[config.mk]
export PLATFORM = sky130hd
export DESIGN_NAME = dbg_halt_ctrl
export DESIGN_NICKNAME = d
export VERILOG_FILES = /design/src/rtl/dbg_halt_pkg.sv /design/src/rtl/dbg_ctrl_reg.sv /design/src/rtl/dbg_sticky_flags.sv /design/src/rtl/dbg_catch_reg.sv /design/src/rtl/dbg_halt_ctrl.sv
export SDC_FILE = /design/constraint.sdc
export NUM_CORES = 1
export LEC_CHECK = 0
export BUFFER_PORTS_ARGS = -buffer_cell sky130_fd_sc_hd__buf_2
export CAP_MARGIN = 20
export CORE_UTILIZATION = 34
export CTS_CLUSTER_DIAMETER = 60
export CTS_CLUSTER_SIZE = 16
export DETAILED_ROUTE_END_ITERATION = 8
export PLACE_DENSITY = 0.72
export SYNTH_ARGS = -nofsm -noshare
export SYNTH_HDL_FRONTEND = slang
export SYNTH_SLANG_ARGS = --single-unit
[constraint.sdc]
create_clock -name clk -period 2 [get_ports clk]
set_clock_uncertainty 0.1 [all_clocks]
set_input_delay 0.2 -clock clk [delete_from_list [all_inputs] [get_ports clk]]
set_output_delay 0.2 -clock clk [all_outputs]
set_load 0.01 [all_outputs]
[src/rtl/dbg_halt_pkg.sv]
package dbg_halt_pkg;

  localparam int unsigned WORD_W     = 32;
  localparam logic [15:0] UNLOCK_KEY = 16'hA05F;
  localparam logic [31:0] CATCH_KEEP = 32'h0100_07F1;

  localparam int unsigned CB_EN    = 0;
  localparam int unsigned CB_HALT  = 1;
  localparam int unsigned CB_STEP  = 2;
  localparam int unsigned CB_MASK  = 3;
  localparam int unsigned CB_SNAP  = 5;

  localparam int unsigned SB_REGRDY = 16;
  localparam int unsigned SB_HALTED = 17;
  localparam int unsigned SB_SLEEP  = 18;
  localparam int unsigned SB_LOCK   = 19;
  localparam int unsigned SB_RETIRE = 24;
  localparam int unsigned SB_RESET  = 25;

  localparam int unsigned VC_RESET  = 0;
  localparam int unsigned VC_HFAULT = 10;
  localparam int unsigned VC_TRACE  = 24;

  typedef struct packed {
    logic snap;
    logic mask;
    logic step;
    logic halt;
    logic en;
  } ctrl_t;

  function automatic logic key_ok(input logic [WORD_W-1:0] w);
    return w[31:16] == UNLOCK_KEY;
  endfunction

  function automatic logic [WORD_W-1:0] pack_status(
      input ctrl_t c, input logic regrdy, input logic halted,
      input logic sleeping, input logic lockup,
      input logic retire_seen, input logic reset_seen);
    logic [WORD_W-1:0] w;
    w            = '0;
    w[CB_EN]     = c.en;
    w[CB_HALT]   = c.halt;
    w[CB_STEP]   = c.step;
    w[CB_MASK]   = c.mask;
    w[CB_SNAP]   = c.snap;
    w[SB_REGRDY] = regrdy;
    w[SB_HALTED] = halted;
    w[SB_SLEEP]  = sleeping;
    w[SB_LOCK]   = lockup;
    w[SB_RETIRE] = retire_seen;
    w[SB_RESET]  = reset_seen;
    return w;
  endfunction

endpackage

[src/rtl/dbg_ctrl_reg.sv]
module dbg_ctrl_reg
  import dbg_halt_pkg::*;
(
  input  logic              clk,
  input  logic              rst_n,
  input  logic              wr_en,
  input  logic [WORD_W-1:0] wdata,
  input  logic              core_halted,
  input  logic              halt_set,
  output ctrl_t             ctrl_q
);

  logic unlocked;
  logic step_mask_open;

  assign unlocked       = wr_en && key_ok(wdata);
  assign step_mask_open = unlocked && core_halted;

  always_ff @(posedge clk or negedge rst_n) begin
    if (!rst_n) begin
      ctrl_q <= '0;
    end else begin
      if (unlocked) begin
        ctrl_q.en   <= wdata[CB_EN];
        ctrl_q.halt <= wdata[CB_HALT];
        ctrl_q.snap <= wdata[CB_SNAP];
      end
      if (step_mask_open) begin
        ctrl_q.step <= wdata[CB_STEP];
        ctrl_q.mask <= wdata[CB_MASK];
      end
      if (halt_set) ctrl_q.halt <= 1'b1;
    end
  end

  assert_locked_write_R2: assert property (@(posedge clk) disable iff (!rst_n)
    (wr_en && !key_ok(wdata) && !halt_set) |=> $stable(ctrl_q));

  assert_step_hold_R5: assert property (@(posedge clk) disable iff (!rst_n)
    !core_halted |=> ($stable(ctrl_q.step) && $stable(ctrl_q.mask)));

endmodule

[src/rtl/dbg_sticky_flags.sv]
module dbg_sticky_flags #(
  parameter int unsigned N = 2
) (
  input  logic         clk,
  input  logic         rst_n,
  input  logic [N-1:0] set_i,
  input  logic         clr_i,
  output logic [N-1:0] q_o
);

  for (genvar k = 0; k < N; k++) begin : g_flag
    always_ff @(posedge clk or negedge rst_n) begin
      if (!rst_n)          q_o[k] <= 1'b0;
      else if (set_i[k])   q_o[k] <= 1'b1;
      else if (clr_i)      q_o[k] <= 1'b0;
    end

    assert_sticky_set_R8: assert property (@(posedge clk) disable iff (!rst_n)
      set_i[k] |=> q_o[k]);

    assert_sticky_clr_R8: assert property (@(posedge clk) disable iff (!rst_n)
      (clr_i && !set_i[k]) |=> !q_o[k]);
  end

endmodule

[src/rtl/dbg_catch_reg.sv]
module dbg_catch_reg
  import dbg_halt_pkg::*;
(
  input  logic              clk,
  input  logic              rst_n,
  input  logic              wr_en,
  input  logic [WORD_W-1:0] wdata,
  output logic [WORD_W-1:0] catch_q
);

  always_ff @(posedge clk or negedge rst_n) begin
    if (!rst_n)     catch_q <= '0;
    else if (wr_en) catch_q <= wdata & CATCH_KEEP;
  end

  assert_catch_bits_R9: assert property (@(posedge clk) disable iff (!rst_n)
    (catch_q & ~CATCH_KEEP) == '0);

endmodule

[src/rtl/dbg_halt_ctrl.sv]
module dbg_halt_ctrl
  import dbg_halt_pkg::*;
#(
  parameter int unsigned ADDR_W    = 2,
  parameter int unsigned CTRL_IDX  = 0,
  parameter int unsigned CATCH_IDX = 1
) (
  input  logic              clk,
  input  logic              rst_n,
  input  logic              bus_valid,
  input  logic              bus_write,
  input  logic [ADDR_W-1:0] bus_addr,
  input  logic [31:0]       bus_wdata,
  output logic [31:0]       bus_rdata,
  input  logic              core_halted,
  input  logic              core_sleeping,
  input  logic              core_lockup,
  input  logic              core_retire,
  input  logic              core_in_reset,
  input  logic              core_hardfault,
  input  logic              core_regrdy,
  output logic              core_halt,
  output logic              core_step_en,
  output logic              core_mask_irq,
  output logic              trace_en
);

  localparam logic [ADDR_W-1:0] A_CTRL  = ADDR_W'(CTRL_IDX);
  localparam logic [ADDR_W-1:0] A_CATCH = ADDR_W'(CATCH_IDX);
  localparam int unsigned       NFLAG   = 2;

  ctrl_t             ctrl_q;
  logic [WORD_W-1:0] catch_q;
  logic [NFLAG-1:0]  flag_q;
  logic [NFLAG-1:0]  flag_set;

  logic sel_ctrl, sel_catch;
  logic wr_ctrl, wr_catch, rd_ctrl;
  logic ev_reset_catch, ev_fault_catch, ev_step_done, halt_set;

  assign sel_ctrl  = bus_valid && (bus_addr == A_CTRL);
  assign sel_catch = bus_valid && (bus_addr == A_CATCH);
  assign wr_ctrl   = sel_ctrl  && bus_write;
  assign wr_catch  = sel_catch && bus_write;
  assign rd_ctrl   = sel_ctrl  && !bus_write;

  assign ev_reset_catch = ctrl_q.en && catch_q[VC_RESET]  && core_in_reset;
  assign ev_fault_catch = ctrl_q.en && catch_q[VC_HFAULT] && core_hardfault;
  assign ev_step_done   = ctrl_q.en && ctrl_q.step && !ctrl_q.halt && core_retire;
  assign halt_set       = ev_reset_catch || ev_fault_catch || ev_step_done;

  assign flag_set = {core_in_reset, core_retire};

  dbg_ctrl_reg u_ctrl (
    .clk         (clk),
    .rst_n       (rst_n),
    .wr_en       (wr_ctrl),
    .wdata       (bus_wdata),
    .core_halted (core_halted),
    .halt_set    (halt_set),
    .ctrl_q      (ctrl_q)
  );

  dbg_sticky_flags #(.N(NFLAG)) u_flags (
    .clk   (clk),
    .rst_n (rst_n),
    .set_i (flag_set),
    .clr_i (rd_ctrl),
    .q_o   (flag_q)
  );

  dbg_catch_reg u_catch (
    .clk     (clk),
    .rst_n   (rst_n),
    .wr_en   (wr_catch),
    .wdata   (bus_wdata),
    .catch_q (catch_q)
  );

  always_comb begin
    bus_rdata = '0;
    if (sel_ctrl)
      bus_rdata = pack_status(ctrl_q, core_regrdy, core_halted, core_sleeping,
                              core_lockup, flag_q[0], flag_q[1]);
    else if (sel_catch)
      bus_rdata = catch_q;
  end

  assign core_halt     = ctrl_q.en && ctrl_q.halt;
  assign core_step_en  = ctrl_q.en && ctrl_q.step;
  assign core_mask_irq = ctrl_q.en && ctrl_q.mask;
  assign trace_en      = catch_q[VC_TRACE];

  assert_outputs_gated_R4: assert property (@(posedge clk) disable iff (!rst_n)
    !ctrl_q.en |-> (!core_halt && !core_step_en && !core_mask_irq));

  assert_step_rehalt_R6: assert property (@(posedge clk) disable iff (!rst_n)
    ev_step_done |=> core_halt);

  assert_reset_catch_R10: assert property (@(posedge clk) disable iff (!rst_n)
    ev_reset_catch |=> core_halt);

  assert_keyed_halt_R3: assert property (@(posedge clk) disable iff (!rst_n)
    (wr_ctrl && key_ok(bus_wdata) && bus_wdata[0] && bus_wdata[1]) |=> core_halt);

endmodule

---- Yosys cells after proc, flatten, opt, wreduce, memory -nomap -nowiden ----
Index checks and enable logic that the tools add are counted.
cells by class
  reduce and logical (&&, ||, !) cells .... 24
  mux-type cells .......................... 7
  equal/unequal tests ..................... 2
operators with widths
  kind                                           number
  2-to-1 mux 26 bit                              1
  2-to-1 mux 25 bit                              1
  == test 16 bit, second input constant          1
  logical AND 1 bit                              16
  nonzero test 2 bit                             3
  2-to-1 mux 1 bit                               4
  == test 2 x 1 -> 1 bit, second input constant  1
  logical NOT 1 bit                              2
  logical NOT 2 bit                              1
  logical OR 1 bit                               2
  2-to-1 mux 2 bit                               1
word-level totals
  output and inout bits ................... 36
  register bits after elaboration ......... 16
  logic and storage cells ................. 41
  input bits .............................. 45

---- Depth between registers and ports, before layout ----
  word-level depth ........................ 6
  depth in mapped cells ................... 4
  gate-level depth less buffers ........... 4

---- Cells and area by module ----
Synthesis repeated with hierarchy kept, for this count alone.
unflattened totals
  cell total of the unflattened synthesis .. 117
  area, all modules ....................... 1226.2 um^2
by module, submodules not included
  module            area an instance (um^2)  cells an instance  times used  sequential area each (um^2)
  dbg_catch_reg     548.0                    43                 1           225.2
  dbg_halt_ctrl     346.6                    48                 1           0.0
  dbg_ctrl_reg      262.8                    21                 1           125.1
  dbg_sticky_flags  68.8                     5                  1           50.0

---- Least setup slack after synthesis ----
OpenSTA, ideal clock, no wires.
  path type ............................... in2reg
  start ................................... input port bus_wdata[24]
  end ..................................... register, netlist name u_ctrl.ctrl_q[2]
  required time ........................... 1.773 ns
  library setup time ...................... 0.127 ns
  setup slack ............................. 0.685 ns
  arrival time ............................ 1.087 ns
  path buffers ............................ 0
  stages on the path ...................... 4
  path through ............................ nor4_2 -> and4_4 -> nand3_2 -> mux2_1
between the ends
  word-level cells in the longest chain between the ends .. 3
RTL lines
  element            line                 source
  from (decl)        dbg_halt_ctrl.sv:13  input logic [31:0] bus_wdata,
  == test 16 bit     dbg_halt_pkg.sv:33   return w[31:16] == UNLOCK_KEY;
  logical AND 1 bit  dbg_ctrl_reg.sv:16   assign unlocked = wr_en && key_ok(wdata);
  logical AND 1 bit  dbg_ctrl_reg.sv:17   assign step_mask_open = unlocked && core_halted;
Every way passes these cells.
A chain may end at the register's enable or synchronous reset.

---- Final worst setup path ----
  start ................................... register, netlist name u_ctrl.ctrl_q[0]
  end ..................................... output port bus_rdata[0]
between the ends
  word-level cells in the longest chain between the ends .. 1
RTL lines
  element            line                 source
  2-to-1 mux 26 bit  dbg_halt_ctrl.sv:82  if (sel_ctrl)
  to (decl)          dbg_halt_ctrl.sv:14  output logic [31:0] bus_rdata,
Every way passes these cells.

==> summary.md <==
* 81 — Boundary Pins
* flip-flop — Worst setup SP type
* 0 — leftover overflow at the end of global routing
* 0.00132 mm² — final std cell area, no fill
* 56.0 µm — Chip Width
* 0 — diode count
* 19 — number of placement rows
* 0.748 nW — static leakage power
* 4.60 — routed vias/inst
* 196 — Final Net Count
* 0 — number of buffers inserted by post-CTS setup repair
* sky130_fd_sc_hd__buf_2 (60), sky130_fd_sc_hd__and2_1 (17), sky130_fd_sc_hd__dfrtp_1 (16) — highest-count cells in the layout ignoring fill and taps
* 0.590 ns — Worst Setup Slack, final
* 832 — DR vias
* 0 ns — setup TNS after final layout
* 16 — number of register bits inferred by synthesis
* 2 — maximum buffer depth of the clock tree
* 0 — final hold violation count
* 11.9 µm — Routed WL per cell
* sky130_fd_sc_hd__dfrtp_1 — most area-hungry cell type in the Yosys netlist
* in2reg — hold crit path type
* 0 — total number of yosys warnings
* 0.00127 mm² — placed cell area
* 1 — number of buffers and inverters on the critical path
* 579 mW/mm² — Power Density
* 14.4% — GRT Util Overall
* 1.11 ns — arrival time of data at the critical path endpoint
* 0.10 ns — clock-pin slew reported for the worst setup and hold paths after clock tree synthesis
* 86 — Synth Instances
* finished, final reports clean — run status
* 0 — # setup viols final
* 55.3% — fraction of final layout cells sized beyond drive strength 1
* 2 — Hold-fix buffers, CTS
* yes — TritonCTS clock tree
* 0 — remaining routing DRC violations
* flip-flops — family with the most delay on the worst path
* 990 µm² — Synth Cell Area
* 60 — count of input and output buffers
* 1.41 ns — fin crit period
* 3 — number of buffers created by CTS
* 0.415 mV — worst-case vdd ir drop
* 0 — fin. max-slew vios
* 0.477 ns — post-place setup slack
* 0 — number of antenna violations at the first check in global routing
* 0.721 — last weighted congestion value of the routability-driven placer
* 1 — CTS H-tree depth
* sky130_fd_sc_hd__dfrtp_1 (40%), sky130_fd_sc_hd__buf_4 (11%), sky130_fd_sc_hd__and2_1 (11%), sky130_fd_sc_hd__mux2_2 (10%), sky130_fd_sc_hd__nor3b_4 (3.8%) — top cells by area, synth
* 15 — violation count after the first detailed-routing iteration
* 2.15 mm — drt total wl
* 832 — vias in the first global route
* 0.00695 ns — worst hold slack after final layout
* reg2out — path type of the worst setup path
* 0 — residual antenna-violating net count after detailed routing
* 16 — number of sinks driven by the clock tree
* 0.766 mW — total power of the final layout
* 17 — maximum number of pins on one net before global-route repair
* 0.30 ns — clock latency at the later pin of the worst-skew pair
* 3.53 mm — wire length of the first global-routing pass
* 40.5% — share of the synthesized area in the top cell type
* 283 — Filler Cells Inserted
* sky130_fd_sc_hd__clkbuf_4 — cell at the root of the clock tree
* 11.5 µm² — post-synthesis area per instance
* sky130_fd_sc_hd__buf_2 — commonest non-fill, non-tap cell in the layout
* primary output — critical path endpoint category
* 0.00276 mm² — core area
* 181 — Finished Layout Cells
* 56.0 µm — chip height
* a22o_1 -> buf_2 — crit-path cells
* 24 — number of distinct library cell variants in the gate-level netlist after synthesis
* 6 — worst-path maximum fanout
* 48.0% — final core utilization
* 0 — number of resized instances in the post-cts repair step
* 33.8% — synthesis-to-finish area growth
* 0.00313 mm² — floorplan die area
* 35.9% — starting utilization of the core area
* 40.5% — proportion of synthesized chip area in sequential cells
* 0.45 ns — Max stage delay on crit path
* 70.5% — crit share post-route
* 0 — maximum capacitance violations
* sky130_fd_sc_hd__dfrtp_1 — Slowest cell on crit path
* 709 MHz — achievable frequency
* 175 — Cell Count Post-Placement
* 3 — drt first pass iters
* false — unrepaired setup endpoints after global routing
* 1.70 ns — Required @ worst endpoint
==> cell usage after synthesis (all sizes together) <==
cell	count
clkbuf	1
a21o	3
nand3b	1
dfrtp	16
and2	17
conb	1
and3b	2
and4	1
nor3b	2
and4bb	1
buf	16
nand3	1
nand2b	1
nand2	3
nand4	1
a22oi	1
a32o	1
a22o	3
nor4	1
mux2	13
==> cells by family after synthesis <==
group | count (synthesis) | share of synthesized area [%]
compound gates | 8 | 6.70
flops | 16 | 40.5
simple gates | 31 | 24.7
other cells | 1 | 0.379
buf+inv | 17 | 12.3
mux | 13 | 15.6
==> layout make-up <==
class	count	area, µm²	share of cell area [%]
multi-input combinational	67	520	39.3
clock buffer	4	36.3	2.74
tap	31	38.8	2.93
timing repair buffer	63	328	24.8
sequential	16	400	30.2
==> path summary, 6_finish.rpt <==
path                                          start                  to  cells after the start  slack, ns
worst max-delay path               u_ctrl.ctrl_q[0]        bus_rdata[0]                      2       0.59
worst min-delay path                   bus_wdata[2]    u_ctrl.ctrl_q[2]                      2      0.007
worst max register to register  u_catch.catch_q[10]    u_ctrl.ctrl_q[1]                      4       0.80
worst min register to register       u_flags.q_o[1]      u_flags.q_o[1]                      1       0.38
max in group asynchronous                     rst_n      u_flags.q_o[1]                      2       1.30
min in group asynchronous                     rst_n  u_catch.catch_q[7]                      2       0.23
==> worst register-to-register path, delay by kind of cell, from the launching register on <==
family / cells / cell delay (ns)
simple gates: 1 / 0.08
compound gates: 3 / 0.51
flops: 1 / 0.42
==> power by group <==
part	total (mW)	switching, mW	internal (mW)	leakage [nW]
clock	0.222	0.111	0.111	0.0210
sequential	0.387	0.0227	0.365	0.196
combinational	0.157	0.0703	0.0866	0.531
total	0.766	0.204	0.562	0.748
==> metal layers <==
metal / GRT usage, % / share of wire (%) / vias up
met5: 0 / 0 / -
met4: 6.97 / 2.0 / 0
met3: 2.09 / 7.5 / 5
met2: 27.0 / 51 / 52
met1: 15.8 / 39 / 379
li1: - / - / 396
==> state kept, by name (all words and copies together) (netlist names) <==
name and count:
u_catch.catch_q 9, u_ctrl.ctrl_q 5, u_flags.q_o 2
No activity file was read; power rests on OpenSTA's default activity.
